**src/rtl/hpa_pkg.sv**
```systemverilog
package hpa_pkg;
  localparam int STB_WR = 0;
  localparam int STB_RD = 1;
  localparam int STB_AD = 2;
  localparam int NSTB   = 3;

  typedef enum logic [1:0] {
    S_IDLE = 2'd0,
    S_WAIT = 2'd1,
    S_ACKD = 2'd2
  } st_t;
endpackage

```
**src/rtl/hpa_sync.sv**
```systemverilog
module hpa_sync #(
  parameter int N = 3
) (
  input  logic         clk,
  input  logic         rst,
  input  logic [N-1:0] strb_n_i,
  output logic [N-1:0] lvl_o,
  output logic [N-1:0] fall_o
);
  for (genvar g = 0; g < N; g++) begin : g_chan
    logic s1_q, s2_q, s3_q;
    always_ff @(posedge clk) begin
      if (rst) begin
        s1_q <= 1'b1;
        s2_q <= 1'b1;
        s3_q <= 1'b1;
      end else begin
        s1_q <= strb_n_i[g];
        s2_q <= s1_q;
        s3_q <= s2_q;
      end
    end
    assign lvl_o[g]  = s2_q;
    assign fall_o[g] = s3_q & ~s2_q;
  end
endmodule

```
**src/rtl/hpa_cfg.sv**
```systemverilog
module hpa_cfg #(
  parameter int MAXB = 3,
  localparam int BCW = $clog2(MAXB + 1)
) (
  input  logic           clk,
  input  logic           rst,
  input  logic           strap_pol_i,
  input  logic           strap_ack_i,
  input  logic           we_i,
  input  logic [7:0]     wdata_i,
  output logic [7:0]     rdata_o,
  output logic           pol_o,
  output logic           ready_o,
  output logic           acc_o,
  output logic           w16_o,
  output logic [BCW-1:0] beats_o
);
  localparam logic [7:0] WMASK = 8'b1101_1111;

  logic [7:0] reg_q;

  always_ff @(posedge clk) begin
    if (rst)
      reg_q <= {1'b0, ~(strap_pol_i ^ strap_ack_i), strap_pol_i, 1'b1, 1'b0, 3'd3};
    else if (we_i)
      reg_q <= (wdata_i & WMASK) | (reg_q & ~WMASK);
  end

  always_comb begin
    int f;
    f = int'(reg_q[2:0]);
    if (f < 1) f = 1;
    if (f > MAXB) f = MAXB;
    beats_o = BCW'(f);
  end

  assign rdata_o = reg_q;
  assign pol_o   = reg_q[5];
  assign ready_o = reg_q[6];
  assign acc_o   = reg_q[4];
  assign w16_o   = reg_q[3];

  a_r2_strap_mode: assert property (@(posedge clk) disable iff (rst)
    $fell(rst) |-> (reg_q[7] == 1'b0) && (reg_q[6] == $past(~(strap_pol_i ^ strap_ack_i))));
  a_r1_pol_kept: assert property (@(posedge clk) disable iff (rst)
    we_i |=> rdata_o[5] == $past(rdata_o[5]));
  a_r3_mode_write: assert property (@(posedge clk) disable iff (rst)
    we_i |=> rdata_o[7:6] == $past(wdata_i[7:6]));
endmodule

```
**src/rtl/hpa_engine.sv**
```systemverilog
module hpa_engine
  import hpa_pkg::*;
#(
  parameter int HW   = 16,
  parameter int MW   = 24,
  parameter int MAXB = 3,
  localparam int BW  = HW / 2,
  localparam int BCW = $clog2(MAXB + 1)
) (
  input  logic            clk,
  input  logic            rst,
  input  logic [NSTB-1:0] lvl_i,
  input  logic [NSTB-1:0] fall_i,
  input  logic [HW-1:0]   hdata_i,
  input  logic            pol_i,
  input  logic            ready_i,
  input  logic            acc_i,
  input  logic            w16_i,
  input  logic [BCW-1:0]  beats_i,
  output logic [HW-1:0]   hdata_o,
  output logic            hack_o,
  output logic            mem_req_o,
  output logic            mem_we_o,
  output logic [MW-1:0]   mem_wdata_o,
  input  logic [MW-1:0]   mem_rdata_i,
  input  logic            mem_done_i
);
  st_t            st_q, st_n;
  logic [BCW-1:0] cnt_q;
  logic [MW-1:0]  asm_q, rbuf_q, wdat_q;
  logic           rvalid_q, req_q, we_q, act_q;
  logic [HW-1:0]  hdo_q;

  function automatic logic [MW-1:0] merge(input logic [MW-1:0] base,
                                          input logic [HW-1:0] d,
                                          input int idx, input logic w16);
    logic [MW-1:0] r;
    r = base;
    for (int i = 0; i < MW; i++) begin
      if (w16) begin
        if (i / HW == idx) r[i] = d[i % HW];
      end else begin
        if (i / BW == idx) r[i] = d[i % BW];
      end
    end
    return r;
  endfunction

  function automatic logic [HW-1:0] pick(input logic [MW-1:0] word,
                                         input int idx, input logic w16);
    logic [HW-1:0] r;
    int p;
    r = '0;
    for (int j = 0; j < HW; j++) begin
      p = w16 ? idx * HW + j : idx * BW + j;
      if ((w16 || j < BW) && p < MW) r[j] = word[p];
    end
    return r;
  endfunction

  logic           go_ad, go_wr, go_rd, rel;
  logic [BCW-1:0] cnt_eff;
  logic           last;

  assign go_ad   = (st_q == S_IDLE) && fall_i[STB_AD] && acc_i;
  assign go_wr   = (st_q == S_IDLE) && !go_ad && fall_i[STB_WR];
  assign go_rd   = (st_q == S_IDLE) && !go_ad && !fall_i[STB_WR] && fall_i[STB_RD];
  assign rel     = lvl_i[STB_WR] && lvl_i[STB_RD] && (lvl_i[STB_AD] || !acc_i);
  assign cnt_eff = rvalid_q ? '0 : cnt_q;
  assign last    = (int'(cnt_eff) + 1) >= int'(beats_i);

  always_comb begin
    st_n = st_q;
    case (st_q)
      S_IDLE: begin
        if (go_ad)      st_n = S_ACKD;
        else if (go_wr) st_n = last ? S_WAIT : S_ACKD;
        else if (go_rd) st_n = rvalid_q ? S_ACKD : S_WAIT;
      end
      S_WAIT:  if (mem_done_i) st_n = S_ACKD;
      S_ACKD:  if (rel) st_n = S_IDLE;
      default: st_n = S_IDLE;
    endcase
  end

  always_ff @(posedge clk) begin
    if (rst) begin
      st_q     <= S_IDLE;
      cnt_q    <= '0;
      asm_q    <= '0;
      rbuf_q   <= '0;
      wdat_q   <= '0;
      rvalid_q <= 1'b0;
      req_q    <= 1'b0;
      we_q     <= 1'b0;
      hdo_q    <= '0;
      act_q    <= 1'b0;
    end else begin
      st_q  <= st_n;
      act_q <= ready_i ? (st_n != S_WAIT) : (st_n == S_ACKD);
      if (go_wr) begin
        rvalid_q <= 1'b0;
        if (last) begin
          req_q  <= 1'b1;
          we_q   <= 1'b1;
          wdat_q <= merge(asm_q, hdata_i, int'(cnt_eff), w16_i);
        end else begin
          asm_q <= merge(rvalid_q ? '0 : asm_q, hdata_i, int'(cnt_eff), w16_i);
          cnt_q <= cnt_eff + 1'b1;
        end
      end else if (go_rd) begin
        if (!rvalid_q) begin
          req_q <= 1'b1;
          we_q  <= 1'b0;
          asm_q <= '0;
        end else begin
          hdo_q <= pick(rbuf_q, int'(cnt_q), w16_i);
          if ((int'(cnt_q) + 1) >= int'(beats_i)) begin
            cnt_q    <= '0;
            rvalid_q <= 1'b0;
          end else begin
            cnt_q <= cnt_q + 1'b1;
          end
        end
      end
      if (st_q == S_WAIT && mem_done_i) begin
        req_q <= 1'b0;
        if (we_q) begin
          cnt_q <= '0;
          asm_q <= '0;
        end else begin
          rbuf_q <= mem_rdata_i;
          hdo_q  <= pick(mem_rdata_i, 0, w16_i);
          if (int'(beats_i) <= 1) begin
            cnt_q    <= '0;
            rvalid_q <= 1'b0;
          end else begin
            cnt_q    <= BCW'(1);
            rvalid_q <= 1'b1;
          end
        end
      end
    end
  end

  assign hack_o      = ~(act_q ^ pol_i);
  assign hdata_o     = hdo_q;
  assign mem_req_o   = req_q;
  assign mem_we_o    = we_q;
  assign mem_wdata_o = wdat_q;

  a_r10_req_hold: assert property (@(posedge clk) disable iff (rst)
    mem_req_o && !mem_done_i |=> mem_req_o && $stable(mem_we_o) && $stable(mem_wdata_o));
  a_r8_no_early_ack: assert property (@(posedge clk) disable iff (rst)
    mem_req_o && !mem_done_i |=> !act_q);
  a_r11_cnt_range: assert property (@(posedge clk) disable iff (rst)
    int'(cnt_q) < MAXB);
endmodule

```
**src/rtl/hpack_ctrl.sv**
```systemverilog
module hpack_ctrl
  import hpa_pkg::*;
#(
  parameter int HW   = 16,
  parameter int MW   = 24,
  parameter int MAXB = 3,
  localparam int BCW = $clog2(MAXB + 1)
) (
  input  logic          clk,
  input  logic          rst,
  input  logic          strap_pol_i,
  input  logic          strap_ack_i,
  input  logic          hwr_n_i,
  input  logic          hrd_n_i,
  input  logic          hadr_n_i,
  input  logic [HW-1:0] hdata_i,
  output logic [HW-1:0] hdata_o,
  output logic          hack_o,
  input  logic          cfg_we_i,
  input  logic [7:0]    cfg_wdata_i,
  output logic [7:0]    cfg_rdata_o,
  output logic          mem_req_o,
  output logic          mem_we_o,
  output logic [MW-1:0] mem_wdata_o,
  input  logic [MW-1:0] mem_rdata_i,
  input  logic          mem_done_i
);
  logic [NSTB-1:0] strb_n, lvl, fall;
  logic            pol, ready, acc, w16;
  logic [BCW-1:0]  beats;

  always_comb begin
    strb_n         = '1;
    strb_n[STB_WR] = hwr_n_i;
    strb_n[STB_RD] = hrd_n_i;
    strb_n[STB_AD] = hadr_n_i;
  end

  hpa_sync #(.N(NSTB)) u_sync (
    .clk(clk), .rst(rst), .strb_n_i(strb_n), .lvl_o(lvl), .fall_o(fall)
  );

  hpa_cfg #(.MAXB(MAXB)) u_cfg (
    .clk(clk), .rst(rst), .strap_pol_i(strap_pol_i), .strap_ack_i(strap_ack_i),
    .we_i(cfg_we_i), .wdata_i(cfg_wdata_i), .rdata_o(cfg_rdata_o),
    .pol_o(pol), .ready_o(ready), .acc_o(acc), .w16_o(w16), .beats_o(beats)
  );

  hpa_engine #(.HW(HW), .MW(MW), .MAXB(MAXB)) u_eng (
    .clk(clk), .rst(rst), .lvl_i(lvl), .fall_i(fall), .hdata_i(hdata_i),
    .pol_i(pol), .ready_i(ready), .acc_i(acc), .w16_i(w16), .beats_i(beats),
    .hdata_o(hdata_o), .hack_o(hack_o), .mem_req_o(mem_req_o), .mem_we_o(mem_we_o),
    .mem_wdata_o(mem_wdata_o), .mem_rdata_i(mem_rdata_i), .mem_done_i(mem_done_i)
  );
endmodule

```
**config.mk**
```make
export PLATFORM = sky130hd
export DESIGN_NAME = hpack_ctrl
export DESIGN_NICKNAME = d
export VERILOG_FILES = /design/src/rtl/hpa_pkg.sv /design/src/rtl/hpa_sync.sv /design/src/rtl/hpa_cfg.sv /design/src/rtl/hpa_engine.sv /design/src/rtl/hpack_ctrl.sv
export SDC_FILE = /design/constraint.sdc
export NUM_CORES = 1
export LEC_CHECK = 0
export ABC_AREA = 1
export BUFFER_PORTS_ARGS = -buffer_cell sky130_fd_sc_hd__buf_4
export CAP_MARGIN = 20
export CORE_MARGIN = 5
export CORE_UTILIZATION = 56
export DETAILED_ROUTE_END_ITERATION = 8
export PLACE_DENSITY = 0.81
export SETUP_SLACK_MARGIN = 0.05
export SLEW_MARGIN = 20
export SYNTH_ARGS = -nofsm -noshare
export SYNTH_HDL_FRONTEND = slang
export SYNTH_SLANG_ARGS = --single-unit
```
**constraint.sdc**
```tcl
create_clock -name clk -period 3.15 [get_ports clk]
set_input_delay 0.1575 -clock clk [delete_from_list [all_inputs] [get_ports clk]]
set_output_delay 0.1575 -clock clk [all_outputs]
set_load 0.02 [all_outputs]
```
After elaboration in Yosys (flattened, before gate mapping)
Cells that the tools add are included.

operators by class
  reduce and logical (&&, ||, !) cells = 32
  bitwise operators = 12
  multipliers = 0
  mux-type cells = 248
  $add $sub $neg = 34
  equality and inequality tests = 9
  $lt $le $gt $ge = 37
  shifts and indexed selects = 0
  div/mod/pow operators = 0

operators by type and width
  kind                                                          count
  less-than comparator 32 x 6 -> 1 bit (second input constant)  16
  less-than comparator 32 x 7 -> 1 bit (second input constant)  16
  2-to-1 mux 32 bit                                             15
  2-to-1 mux 1 bit                                              184
  2-to-1 mux 24 bit                                             7
  binary-select mux 1 bit (select 5 bit)                        16
  2-to-1 mux 16 bit                                             5
  greater-or-equal comparator 32 x 3 -> 1 bit                   2
  adder 6 x 4 -> 7 bit (second input constant)                  8
  adder 5 x 4 -> 6 bit (second input constant)                  8
  2-to-1 mux 2 bit                                              16
  adder 6 x 3 -> 7 bit (second input constant)                  4
  adder 5 x 3 -> 6 bit (second input constant)                  4
  logical AND 1 bit                                             17
  adder 6 x 2 -> 7 bit (second input constant)                  2
  2-to-1 mux 7 bit                                              2
  adder 5 x 2 -> 6 bit (second input constant)                  2
  bitwise OR 8 x 6 -> 8 bit                                     1
  adder 6 x 1 -> 7 bit (second input constant)                  1
  adder 2 x 1 -> 3 bit (second input constant)                  2
  adder 5 x 1 -> 6 bit (second input constant)                  1
  2-to-1 mux 6 bit                                              1
  NOT 1 bit                                                     6
  one-hot mux 2 bit (3 select lines)                            1
  other kinds (21)                                              35

storage, ports and cells
  bits in writable memories = 0
  bits in read-only memories = 0
  bits in latches = 0
  memories = 0
  bits in registers = 113
  word-level logic and storage cells = 393
  input bits = 57
  output and inout port bits = 51

Longest topological paths before layout
Gate-level depths: netlist of run 1.

  word-level depth = 14
  gate-level depth with buffers = 14

Hierarchy
From an unflattened synthesis of run 1, not the netlist that was laid out.

unflattened totals
  cell total of the unflattened synthesis = 849
  area, all modules = 5794.3 µm²

by module, submodules not included
  module      cells each  area each (µm²)  seq. area each (µm²)  instances
  hpa_engine  765         5119.9           1921.8                1
  hpa_cfg     47          377.9            180.2                 1
  hpa_sync    37          296.5            180.2                 1

Least setup slack after synthesis of run 1
Ideal clock, no wire load.

  path type = register -> register
  start = register u_eng.cnt_q[0]
  end = register u_eng.asm_q[14]
  cell stages (with the launch flop) = 14
  buffers on the path = 3
  data required time = 3.028 ns
  path slack = 0.560 ns
  data arrival time = 2.468 ns
  path through = dfxtp_1 buf_2 inv_1 nor2_1 inv_1 ha_1 ha_1 or2_0 nor2_1 nor2_2 buf_4 buf_6 o21ai_0 a21oi_1

between the ends
  cells in the longest elaborated chain, start to end = 8

RTL lines
  what                                                                                 line               RTL
  from (decl)                                                                          hpa_engine.sv:29   logic [BCW-1:0] cnt_q;
  from (signal assigned)                                                               hpa_engine.sv:109  cnt_q <= cnt_eff + 1'b1;
  from (signal assigned)                                                               hpa_engine.sv:122  cnt_q <= cnt_q + 1'b1;
  2-to-1 mux 2 bit (*)                                                                 hpa_engine.sv:69   assign cnt_eff = rvalid_q ? '0 : cnt_q;
  branches (longest 3 deep; another with greater-or-equal comparator 32 x 3 -> 1 bit)  --
  2-to-1 mux 24 bit (*)                                                                hpa_engine.sv:103  if (last) begin
  2-to-1 mux 24 bit (*)                                                                hpa_engine.sv:101  if (go_wr) begin
  2-to-1 mux 24 bit                                                                    hpa_engine.sv:128  if (we_q) begin
  2-to-1 mux 24 bit (*)                                                                hpa_engine.sv:126  if (st_q == S_WAIT && mem_done_i) begin
  to (signal assigned)                                                                 hpa_engine.sv:108  asm_q <= merge(rvalid_q ? '0 : asm_q, hdata_i, int'(cnt_eff), w16_i);
  to (decl)                                                                            hpa_engine.sv:30   logic [MW-1:0] asm_q, rbuf_q, wdat_q;

Every way passes the cells marked *.
A chain may end at the register's enable or synchronous reset.

Worst setup path in the final report of run 1
  start = register u_eng.rvalid_q
  end = register u_eng.asm_q[8]

between the ends
  cells in the longest elaborated chain, start to end = 8

RTL lines
  what                                                                                 line               RTL
  from (decl)                                                                          hpa_engine.sv:31   logic rvalid_q, req_q, we_q, act_q;
  from (signal assigned)                                                               hpa_engine.sv:93   rvalid_q <= 1'b0;
  from (signal assigned)                                                               hpa_engine.sv:102  rvalid_q <= 1'b0;
  from (signal assigned)                                                               hpa_engine.sv:120  rvalid_q <= 1'b0;
  branches (longest 5 deep; another with greater-or-equal comparator 32 x 3 -> 1 bit)  --
  2-to-1 mux 24 bit (*)                                                                hpa_engine.sv:101
  2-to-1 mux 24 bit                                                                    hpa_engine.sv:128
  2-to-1 mux 24 bit (*)                                                                hpa_engine.sv:126

Marked as above.

==> results of run 1 <==
==> routing by layer <==
layer / part of all wire, % / global-route usage (%) / up-vias
met4: 3.2 / 12.82 / 0
met3: 9.4 / 6.577 / 71
met2: 50 / 51.96 / 402
li1: - / - / 3053
met1: 37 / 33.07 / 2941
met5: 0 / 0 / -
==> cell usage after synthesis, types with 3 or more instances <==
master,count,area [um^2]
sky130_fd_sc_hd__a31oi_1,16,100.1
sky130_fd_sc_hd__buf_6,8,90.09
sky130_fd_sc_hd__o21ai_0,116,580.6
sky130_fd_sc_hd__nor2_2,4,25.02
sky130_fd_sc_hd__nor2_1,83,311.6
sky130_fd_sc_hd__o211ai_1,8,60.06
sky130_fd_sc_hd__clkbuf_1,21,78.83
sky130_fd_sc_hd__or2_2,12,75.07
sky130_fd_sc_hd__a21oi_1,88,440.4
sky130_fd_sc_hd__o21ai_1,9,45.04
sky130_fd_sc_hd__buf_4,8,60.06
sky130_fd_sc_hd__inv_1,60,225.2
sky130_fd_sc_hd__o22a_1,3,26.28
sky130_fd_sc_hd__buf_2,18,90.09
sky130_fd_sc_hd__ha_1,9,112.6
sky130_fd_sc_hd__o22ai_1,18,112.6
sky130_fd_sc_hd__inv_2,6,22.52
sky130_fd_sc_hd__nand2_1,162,608.1
sky130_fd_sc_hd__dfxtp_1,111,2222
sky130_fd_sc_hd__nand3_1,51,255.2
==> flip-flops by register name, indices dropped and copies added, names as in the netlist <==
| signal | cells |
|---|---|
| u_eng.mem_req_o | 1 |
| u_sync.g_chan.s3_q | 3 |
| u_eng.rbuf_q | 24 |
| u_cfg.rdata_o | 8 |
| u_eng.rvalid_q | 1 |
| u_eng.mem_we_o | 1 |
| u_sync.g_chan.s2_q | 3 |
| u_eng.cnt_q | 2 |
| u_eng.asm_q | 24 |
| u_sync.g_chan.s1_q | 3 |
| u_eng.hdata_o | 16 |
| u_eng.act_q | 1 |
| u_eng.mem_wdata_o | 24 |
| u_eng.st_q | 2 |
==> layout by cell type, fill, tap and decap left out, types with 3 or more instances in the layout <==
cell                            netlist  layout
sky130_fd_sc_hd__nor2_1              83      81
sky130_fd_sc_hd__nor2_2               4       5
sky130_fd_sc_hd__bufinv_16            0       6
sky130_fd_sc_hd__nand3_1             51      51
sky130_fd_sc_hd__o22a_1               3       3
sky130_fd_sc_hd__or2_2               12      12
sky130_fd_sc_hd__o21ai_1              9       9
sky130_fd_sc_hd__ha_1                 9       8
sky130_fd_sc_hd__clkbuf_16            0      16
sky130_fd_sc_hd__dfxtp_1            111     111
sky130_fd_sc_hd__inv_2                6       5
sky130_fd_sc_hd__clkinv_2             0       3
sky130_fd_sc_hd__clkbuf_8             0       4
sky130_fd_sc_hd__inv_1               60      60
sky130_fd_sc_hd__a21oi_1             88      88
sky130_fd_sc_hd__a31oi_1             16      16
sky130_fd_sc_hd__dlygate4sd3_1        0      49
sky130_fd_sc_hd__nand2_1            162     162
sky130_fd_sc_hd__o21ai_0            116     116
sky130_fd_sc_hd__o211ai_1             8       8
sky130_fd_sc_hd__o22ai_1             18      18
sky130_fd_sc_hd__buf_4                8     114
==> area by class of cell <==
cell class	count	area [um^2]	share of cell area, %
repair buffers	163	1346	17.46
clock buffers	21	459.2	5.957
well taps	136	170.2	2.207
flip-flops and latches	113	2282	29.61
clock inverters	10	205.2	2.662
inverters	68	264.0	3.425
multi-input cells	601	2982	38.68
==> stage by stage <==
step / cell area [um^2] / setup WS (ps) / util, %
final: 7709 / 315.3 / 75.35
after global routing: 7709 / 138.7 / 75.35
after CTS: 7695 / 93.54 / 75.21
after detailed placement: 6534 / 70.32 / 63.86
after global placement: 6534 / 259.2 / 63.86
after floorplan: 5832 / 560.2 / -
==> worst max-delay path by stage <==
| stage | startpoint | to | slack [ps] | cells after the start |
|---|---|---|---|---|
| 6_report | u_eng.rvalid_q | u_eng.asm_q[8] | 320 | 10 |
| 2_1_floorplan | u_eng.cnt_q[0] | u_eng.asm_q[14] | 560 | 13 |
| 3_3_place_gp | u_eng.rvalid_q | u_eng.mem_wdata_o[22] | 260 | 10 |
| 3_5_place_dp | u_eng.rvalid_q | u_eng.mem_wdata_o[17] | 70 | 10 |
| 5_1_grt | u_eng.rvalid_q | u_eng.asm_q[8] | 140 | 10 |
| 4_1_cts | u_eng.rvalid_q | u_eng.asm_q[9] | 90 | 10 |
==> logic make-up after synthesis <==
kind of cell,Yosys count,synth area share (%)
and+or+nand+nor,323,23.58
DFF,113,39.13
xor gates and xnor gates,2,0.3004
AOI/OAI and AO/OA,264,24.22
buffers and inverters,125,10.15
adders and majority gates,11,2.618
==> where the power goes <==
part | internal [mW] | switching, mW | total [mW]
logic | 0.275 | 0.440 | 0.715
registers | 1.49 | 0.0354 | 1.53
clock network | 1.50 | 0.660 | 2.16
==> what timing repair did <==
action                                  4_1_cts  5_1_grt
endpoints found under the hold margin        52        0
endpoints found under the setup margin        1       24
resized for setup                             0        3
cloned                                        1        0
hold buffers                                 49        0
pin swaps                                     1        0
==> critical path: cells and delay by family, from the launching register on <==
kind,cells,cell delay [ps]
AOI/OAI and AO/OA,1,180
buffers and inverters,2,460
DFF,1,370
adders and majority gates,2,520
and+or+nand+nor,5,1200
==> results.rst, run 1 <==
.. list-table::
   :header-rows: 1

   * - Metric
     - Value
   * - Count of vias placed by the detailed router
     - 6467
   * - Number of synthesized register bits
     - between 100 and 150
   * - Most used flip-flop cell after synthesis
     - sky130_fd_sc_hd__dfxtp_1
   * - Post-synth cell types
     - 38
   * - Non-Filler Instances
     - approximately 1100
   * - DP Wirelength
     - approximately 11000 um
   * - Setup slack of the most critical reg-to-reg path
     - 320 ps
   * - Reg2Reg Depth
     - 10
   * - Final-report setup violation count
     - 0
   * - Post-synthesis instance total
     - between 800 and 900
   * - Warnings from Yosys
     - 0
   * - Hold EP
     - u_cfg.rdata_o[6]
   * - Cell type of the slowest stage on the worst timing path
     - sky130_fd_sc_hd__dfxtp_1
   * - Num ports
     - 108
   * - Die Area
     - 12560 um^2
   * - Sequential area share after synthesis
     - 39.13%
   * - H-tree level count
     - 4
   * - Placed cells
     - 1031
   * - Startpoint-to-endpoint class of the critical path
     - reg -> reg
   * - Fraction of final layout cells with drive strength greater than 1
     - 18.55%
   * - Kind of capture point of the worst setup path
     - register
   * - Aggregate routed wire length
     - 18320 um
   * - Largest stage delay on the critical path
     - 370 ps
   * - Status
     - completed
   * - Largest net degree at the start of global routing
     - 43
   * - Post-layout nets
     - 1032
   * - Library cell used as clock root buffer
     - sky130_fd_sc_hd__clkbuf_8
   * - CP Max Fanout
     - 24
   * - Data arrival time of the worst path
     - 3260 ps
   * - Worst R2R End
     - u_eng.asm_q[8]
   * - Static leakage
     - roughly 3.3 nW
   * - Net count after synthesis
     - 906
   * - Clock tree from TritonCTS
     - done
   * - Number of nets with antenna violations after routing
     - 0
   * - Rows
     - 37
   * - Power per cell area
     - 571.0 nW/um^2
   * - Num CTS Buffers
     - 17
   * - Final routed DRC violation total
     - 0
   * - Maximum VDD drop
     - 0.0003740 V
   * - Routed via count divided by cell count
     - roughly 5.8
   * - Clock sink count
     - 113
   * - Drt initial violations
     - approximately 700
   * - Final estimated routing congestion in global placement
     - 0.9236
   * - Final Max Tran Viols
     - 0
   * - Postcts setup bufs
     - 0
   * - Netlist area before placement
     - 5832 um^2
   * - Slew Limit Headroom
     - a little under two fifths
   * - Clock insertion delay at the later pin of the skew report
     - roughly 520 ps
   * - Total global-route track usage
     - 29.04%
   * - Final worst clock skew
     - 9.785 ps
   * - Unrepaired setup endpoints after global routing
     - false
   * - Port Buffer Count
     - 106
   * - Startpoint of the tightest hold check path
     - strap_ack_i
   * - Setup TNS Final
     - 0 ps
   * - Required time of the critical path
     - between 3000 and 4000 ps
   * - Origin of the critical flop-to-flop path
     - u_eng.rvalid_q
   * - Wire length of the first global-routing pass
     - 30300 um
   * - Final global-route overflow total
     - 0
   * - Antenna violations before repair
     - 0
   * - Maximum clock frequency
     - 0.3528 GHz
   * - Chip width
     - approximately 110 um
   * - Mapped Avg Cell Area
     - around 7.0 um^2
   * - Tot Pwr
     - between 4 and 5 mW
   * - Cell mode on critical path
     - sky130_fd_sc_hd__ha_1
   * - Crit path time final
     - 2835 ps
   * - WL per Instance
     - 16.47 um
   * - Count of final hold-check violations
     - 0
   * - Number of max-cap violations
     - 0
   * - CTS Buffer Depth
     - 2
   * - Category of the worst setup path launch point
     - register
   * - Count of flip-flops with a built-in enable after synthesis
     - 2
   * - Worst hold path depth
     - 3
   * - Chip Height
     - 112.1 um
   * - Drt first pass iters
     - 6
   * - Worst path cell trace
     - nor2_1, inv_1, ha_1, ha_1, or2_0, nor2_2, nand2_1, clkinv_2, nand3_1, a21oi_1
   * - Core Box Area
     - 10230 um^2
   * - Fill cells
     - 764
   * - Initial cell density of the core
     - 57.00%
   * - Layout overhead on the synthesized area
     - 32.18%
   * - Share of flip-flops with an asynchronous set or reset
     - 0%
   * - Transition at the pin with the smallest max-transition slack
     - 926.7 ps
   * - Worst min path class
     - in -> reg
   * - Reg clk slew, reported paths
     - about 60 ps
   * - Tcrit/Tclk final
     - 89.99%
   * - Hold_ws
     - around 28 ps
   * - Antenna cells
     - 0
   * - Via count of the first global-routing pass
     - 6529
(Power assumes the default switching activity.)
==> inputs of run 2 (changes only) <==
SYNTH_HIERARCHICAL = 1   (was unset)
==> run 2 against run 1 <==
- fmax rose by 3.7%
- via count down 3.5%
- flip-flop and latch count is the same
- routed wire length fell by 7.2%
- worst hold slack better by 11 ps
==> results.rst, run 2 <==
.. list-table::
   :header-rows: 1

   * - Metric
     - Value
   * - Cell mode on critical path
     - sky130_fd_sc_hd__nor2_1
   * - Worst slack after detailed placement
     - 519.4 ps
   * - Core Box Area
     - between 10000 and 15000 um^2
   * - Post-synth cell types
     - 36
   * - Final global-route overflow total
     - 0
   * - Clock sink count
     - 113
   * - Number of synthesized register bits
     - about 110
   * - Post-layout nets
     - approximately 1100
   * - Portion of total power attributed to combinational logic
     - between 15 and 20%
   * - Count of vias placed by the detailed router
     - 6242
   * - Sequential cell area
     - 2282 um^2
   * - Cell type of the slowest stage on the worst timing path
     - sky130_fd_sc_hd__ha_1
   * - Via count of the first global-routing pass
     - 5868
   * - Clock share of power
     - 42.6%
   * - Fill cells
     - 764
   * - Kind of capture point of the worst setup path
     - register
   * - Setup TNS Final
     - 0 ps
   * - Reg clk slew, reported paths
     - 60 ps
   * - Status
     - completed
   * - Final routed DRC violation total
     - 0
   * - Worst path cell trace
     - inv_1, nor2_1, ha_1, buf_4, nand2_1, nand2_1, o22ai_1, nor2_1, nor2_1
   * - Chip width
     - about 110 um
   * - Num ports
     - around 110
   * - Clock tree from TritonCTS
     - done
   * - Fraction of final layout cells with drive strength greater than 1
     - 17.96%
   * - Library cell used as clock root buffer
     - sky130_fd_sc_hd__clkbuf_8
   * - Layout overhead on the synthesized area
     - 32.35%
   * - PostCTS Resize Cnt
     - 0
   * - Maximum clock frequency
     - between 0.3 and 0.4 GHz
   * - Chip Height
     - approximately 110 um
   * - Warnings from Yosys
     - 6
   * - Top cells by area in the synthesized netlist
     - sky130_fd_sc_hd__dfxtp_1 (38%), sky130_fd_sc_hd__nand2_1 (12%), sky130_fd_sc_hd__a21oi_1 (8.1%)
   * - Most used flip-flop cell after synthesis
     - sky130_fd_sc_hd__dfxtp_1
   * - Top cell type by total area after synthesis
     - sky130_fd_sc_hd__dfxtp_1
   * - H-tree level count
     - 4
   * - Transition at the pin with the smallest max-transition slack
     - 848.1 ps
   * - Area occupied by multi-input gates
     - 2884 um^2
   * - Final estimated routing congestion in global placement
     - 0.8584
   * - Power per cell area
     - ~530 nW/um^2
   * - Post-synthesis instance total
     - 849
   * - CTS Buffer Depth
     - 2
   * - CP Max Fanout
     - 26
   * - Initial cell density of the core
     - around 57%
   * - Drt initial violations
     - 604
   * - Sequential area share after synthesis
     - between 30% and 40%
   * - Mapped Avg Cell Area
     - between 6 and 7 um^2
   * - Commonest cells after routing, fill and taps aside
     - sky130_fd_sc_hd__nand2_1 (183), sky130_fd_sc_hd__buf_4 (117), sky130_fd_sc_hd__dfxtp_1 (111)
   * - Maximum VDD drop
     - 0.0003232 V
   * - Die Area
     - 12480 um^2
   * - Total global-route track usage
     - 27.13%
   * - Top-area cell type share of the netlist area
     - between 30% and 40%
   * - Unrepaired setup endpoints after global routing
     - false
   * - Worst min path class
     - in -> reg
   * - Hold-fix buffers, CTS
     - 57
   * - Netlist area before placement
     - 5794 um^2
   * - Cell-internal power
     - around 2.8 mW
   * - Tcrit/Tclk final
     - 86.80%
   * - Num CTS Buffers
     - 17
   * - Category of the worst setup path launch point
     - register
   * - Count of flip-flops with a built-in enable after synthesis
     - 2
   * - Largest stage delay on the critical path
     - a little under 800 ps
   * - Static leakage
     - ~3.4 nW
   * - Largest net degree at the start of global routing
     - 44
   * - Slew Limit Headroom
     - between 40% and 50%
   * - Count of final hold-check violations
     - 0
   * - Number of nets with antenna violations after routing
     - 0
   * - Routed via count divided by cell count
     - 5.480
   * - Switching power of the nets
     - 1.227 mW
   * - Cell family contributing the most delay on the critical path
     - adder cells
   * - Aggregate routed wire length
     - between 15000 and 20000 um
   * - Buf/Inv on CP
     - 2
   * - Postcts setup bufs
     - 0
   * - Net count after synthesis
     - 915
   * - Antenna violations before repair
     - 1
   * - Switch share
     - 30.15%
   * - DP Wirelength
     - 10360 um
   * - WL per Instance
     - 14.92 um
   * - Clock insertion delay at the later pin of the skew report
     - 520 ps
   * - Final Max Tran Viols
     - 0
   * - Rows
     - 37
   * - Dominant cell by count in the synthesized netlist
     - sky130_fd_sc_hd__nand2_1
   * - Number of max-cap violations
     - 0
   * - Final-report setup violation count
     - 0
   * - Part of the power in registers
     - 38.1%
   * - Worst setup slack after layout
     - 415.7 ps
   * - Crit path time final
     - 2734 ps
   * - Share of flip-flops with an asynchronous set or reset
     - 0%
   * - Drt first pass iters
     - 5
   * - Startpoint-to-endpoint class of the critical path
     - reg -> reg
   * - Commonest cells post-synth
     - sky130_fd_sc_hd__nand2_1 (183), sky130_fd_sc_hd__dfxtp_1 (111), sky130_fd_sc_hd__nor2_1 (99), sky130_fd_sc_hd__a21oi_1 (94), sky130_fd_sc_hd__o21ai_0 (85)
   * - Final worst clock skew
     - 8.503 ps
   * - Data arrival time of the worst path
     - 3140 ps
   * - Required time of the critical path
     - 3560 ps
   * - Most common library cell in the layout ignoring fill and taps
     - sky130_fd_sc_hd__nand2_1
   * - Port Buffer Count
     - 106
   * - Wire length of the first global-routing pass
     - 27940 um
run 2: changes by cell type in the layout (fill, tap and decap cells not counted), sizes merged, moves of 6 or more:
| cell | before | now |
|---|---|---|
| o21ai | 127 | 90 |
| bufinv | 6 | 0 |
| nand2 | 166 | 185 |
| dlygate4sd3 | 49 | 57 |
| nand3 | 53 | 46 |
| a221oi | 0 | 7 |
| a21oi | 88 | 94 |
| a31oi | 16 | 9 |
| inv | 66 | 93 |
| a22oi | 0 | 8 |
| nor2 | 89 | 104 |
run 2: metrics by stage:
stage | util, % | hold slack (ps) | std cells | cell area [um^2] | total power [mW]
5_1_grt | 74.95 | 38.61 | 1139 | 7669 | 4.242
3_5_place_dp | 63.94 | 340.5 | 1049 | 6541 | 2.282
3_3_place_gp | 63.94 | 330.0 | 1049 | 6541 | 2.274
6_report | 74.95 | 39.00 | 1139 | 7669 | 4.069
2_1_floorplan | - | 236.8 | 849 | 5794 | 2.064
4_1_cts | 74.86 | 4.393 | 1138 | 7659 | 4.071
run 2: worst register-to-register path: cells and delay by family, from the launching register on:
family | cells | cell delay (ps)
AO/OA/AOI/OAI | 1 | 80
flip-flops | 1 | 500
adder cells (fa/ha/maj) | 1 | 790
AND/OR/NAND/NOR | 5 | 700
buffers and inverters | 2 | 570
run 2: per-layer routing:
metal	track usage, %	up-vias	part of all wire [%]
met2	46.44	254	50
met3	5.978	43	6.4
met5	0	-	0
li1	-	3060	-
met1	33.08	2885	41
met4	10.95	0	2.6
run 2: final cells by class:
cell class	instances	share of cell area, %
well taps	136	2.219
multi-input cells	594	37.61
clock buffers	19	5.776
diodes	1	0.03263
repair buffers	174	18.89
clock inverters	13	1.354
flip-flops and latches	113	29.76
inverters	89	4.356
run 2: power groups by stage:
| stage | Clock, mW | Sequential, mW | Combinational [mW] |
|---|---|---|---|
| 3_5_place_dp | 0 | 1.58 | 0.704 |
| 4_1_cts | 1.76 | 1.55 | 0.767 |
| 6_report | 1.73 | 1.55 | 0.785 |
| 3_3_place_gp | 0 | 1.58 | 0.697 |
| 2_1_floorplan | 0 | 1.60 | 0.461 |
| 5_1_grt | 1.81 | 1.56 | 0.869 |
run 2: final timing paths:
kind                                             from               endpoint  slack [ps]  depth (start not counted)
worst max-delay path                   u_eng/cnt_q[0]  u_eng/mem_wdata_o[20]         420                          9
worst min-delay path                              rst         u_eng/mem_we_o          40                          2
worst max register to register         u_eng/cnt_q[0]  u_eng/mem_wdata_o[20]         420                          9
worst min register to register  u_sync/g_chan[2].s1_q  u_sync/g_chan[2].s2_q         410                          2
run 2: logic make-up (layout without fill, tap and decap cells):
family | Yosys count | after routing | synth area share, %
buffers and inverters | 142 | 295 | 10.97
AO/OA/AOI/OAI | 226 | 226 | 21.12
adder cells (fa/ha/maj) | 9 | 9 | 2.203
other | 0 | 1 | 0
flip-flops | 113 | 113 | 39.39
XOR/XNOR | 1 | 1 | 0.1512
AND/OR/NAND/NOR | 358 | 358 | 26.17
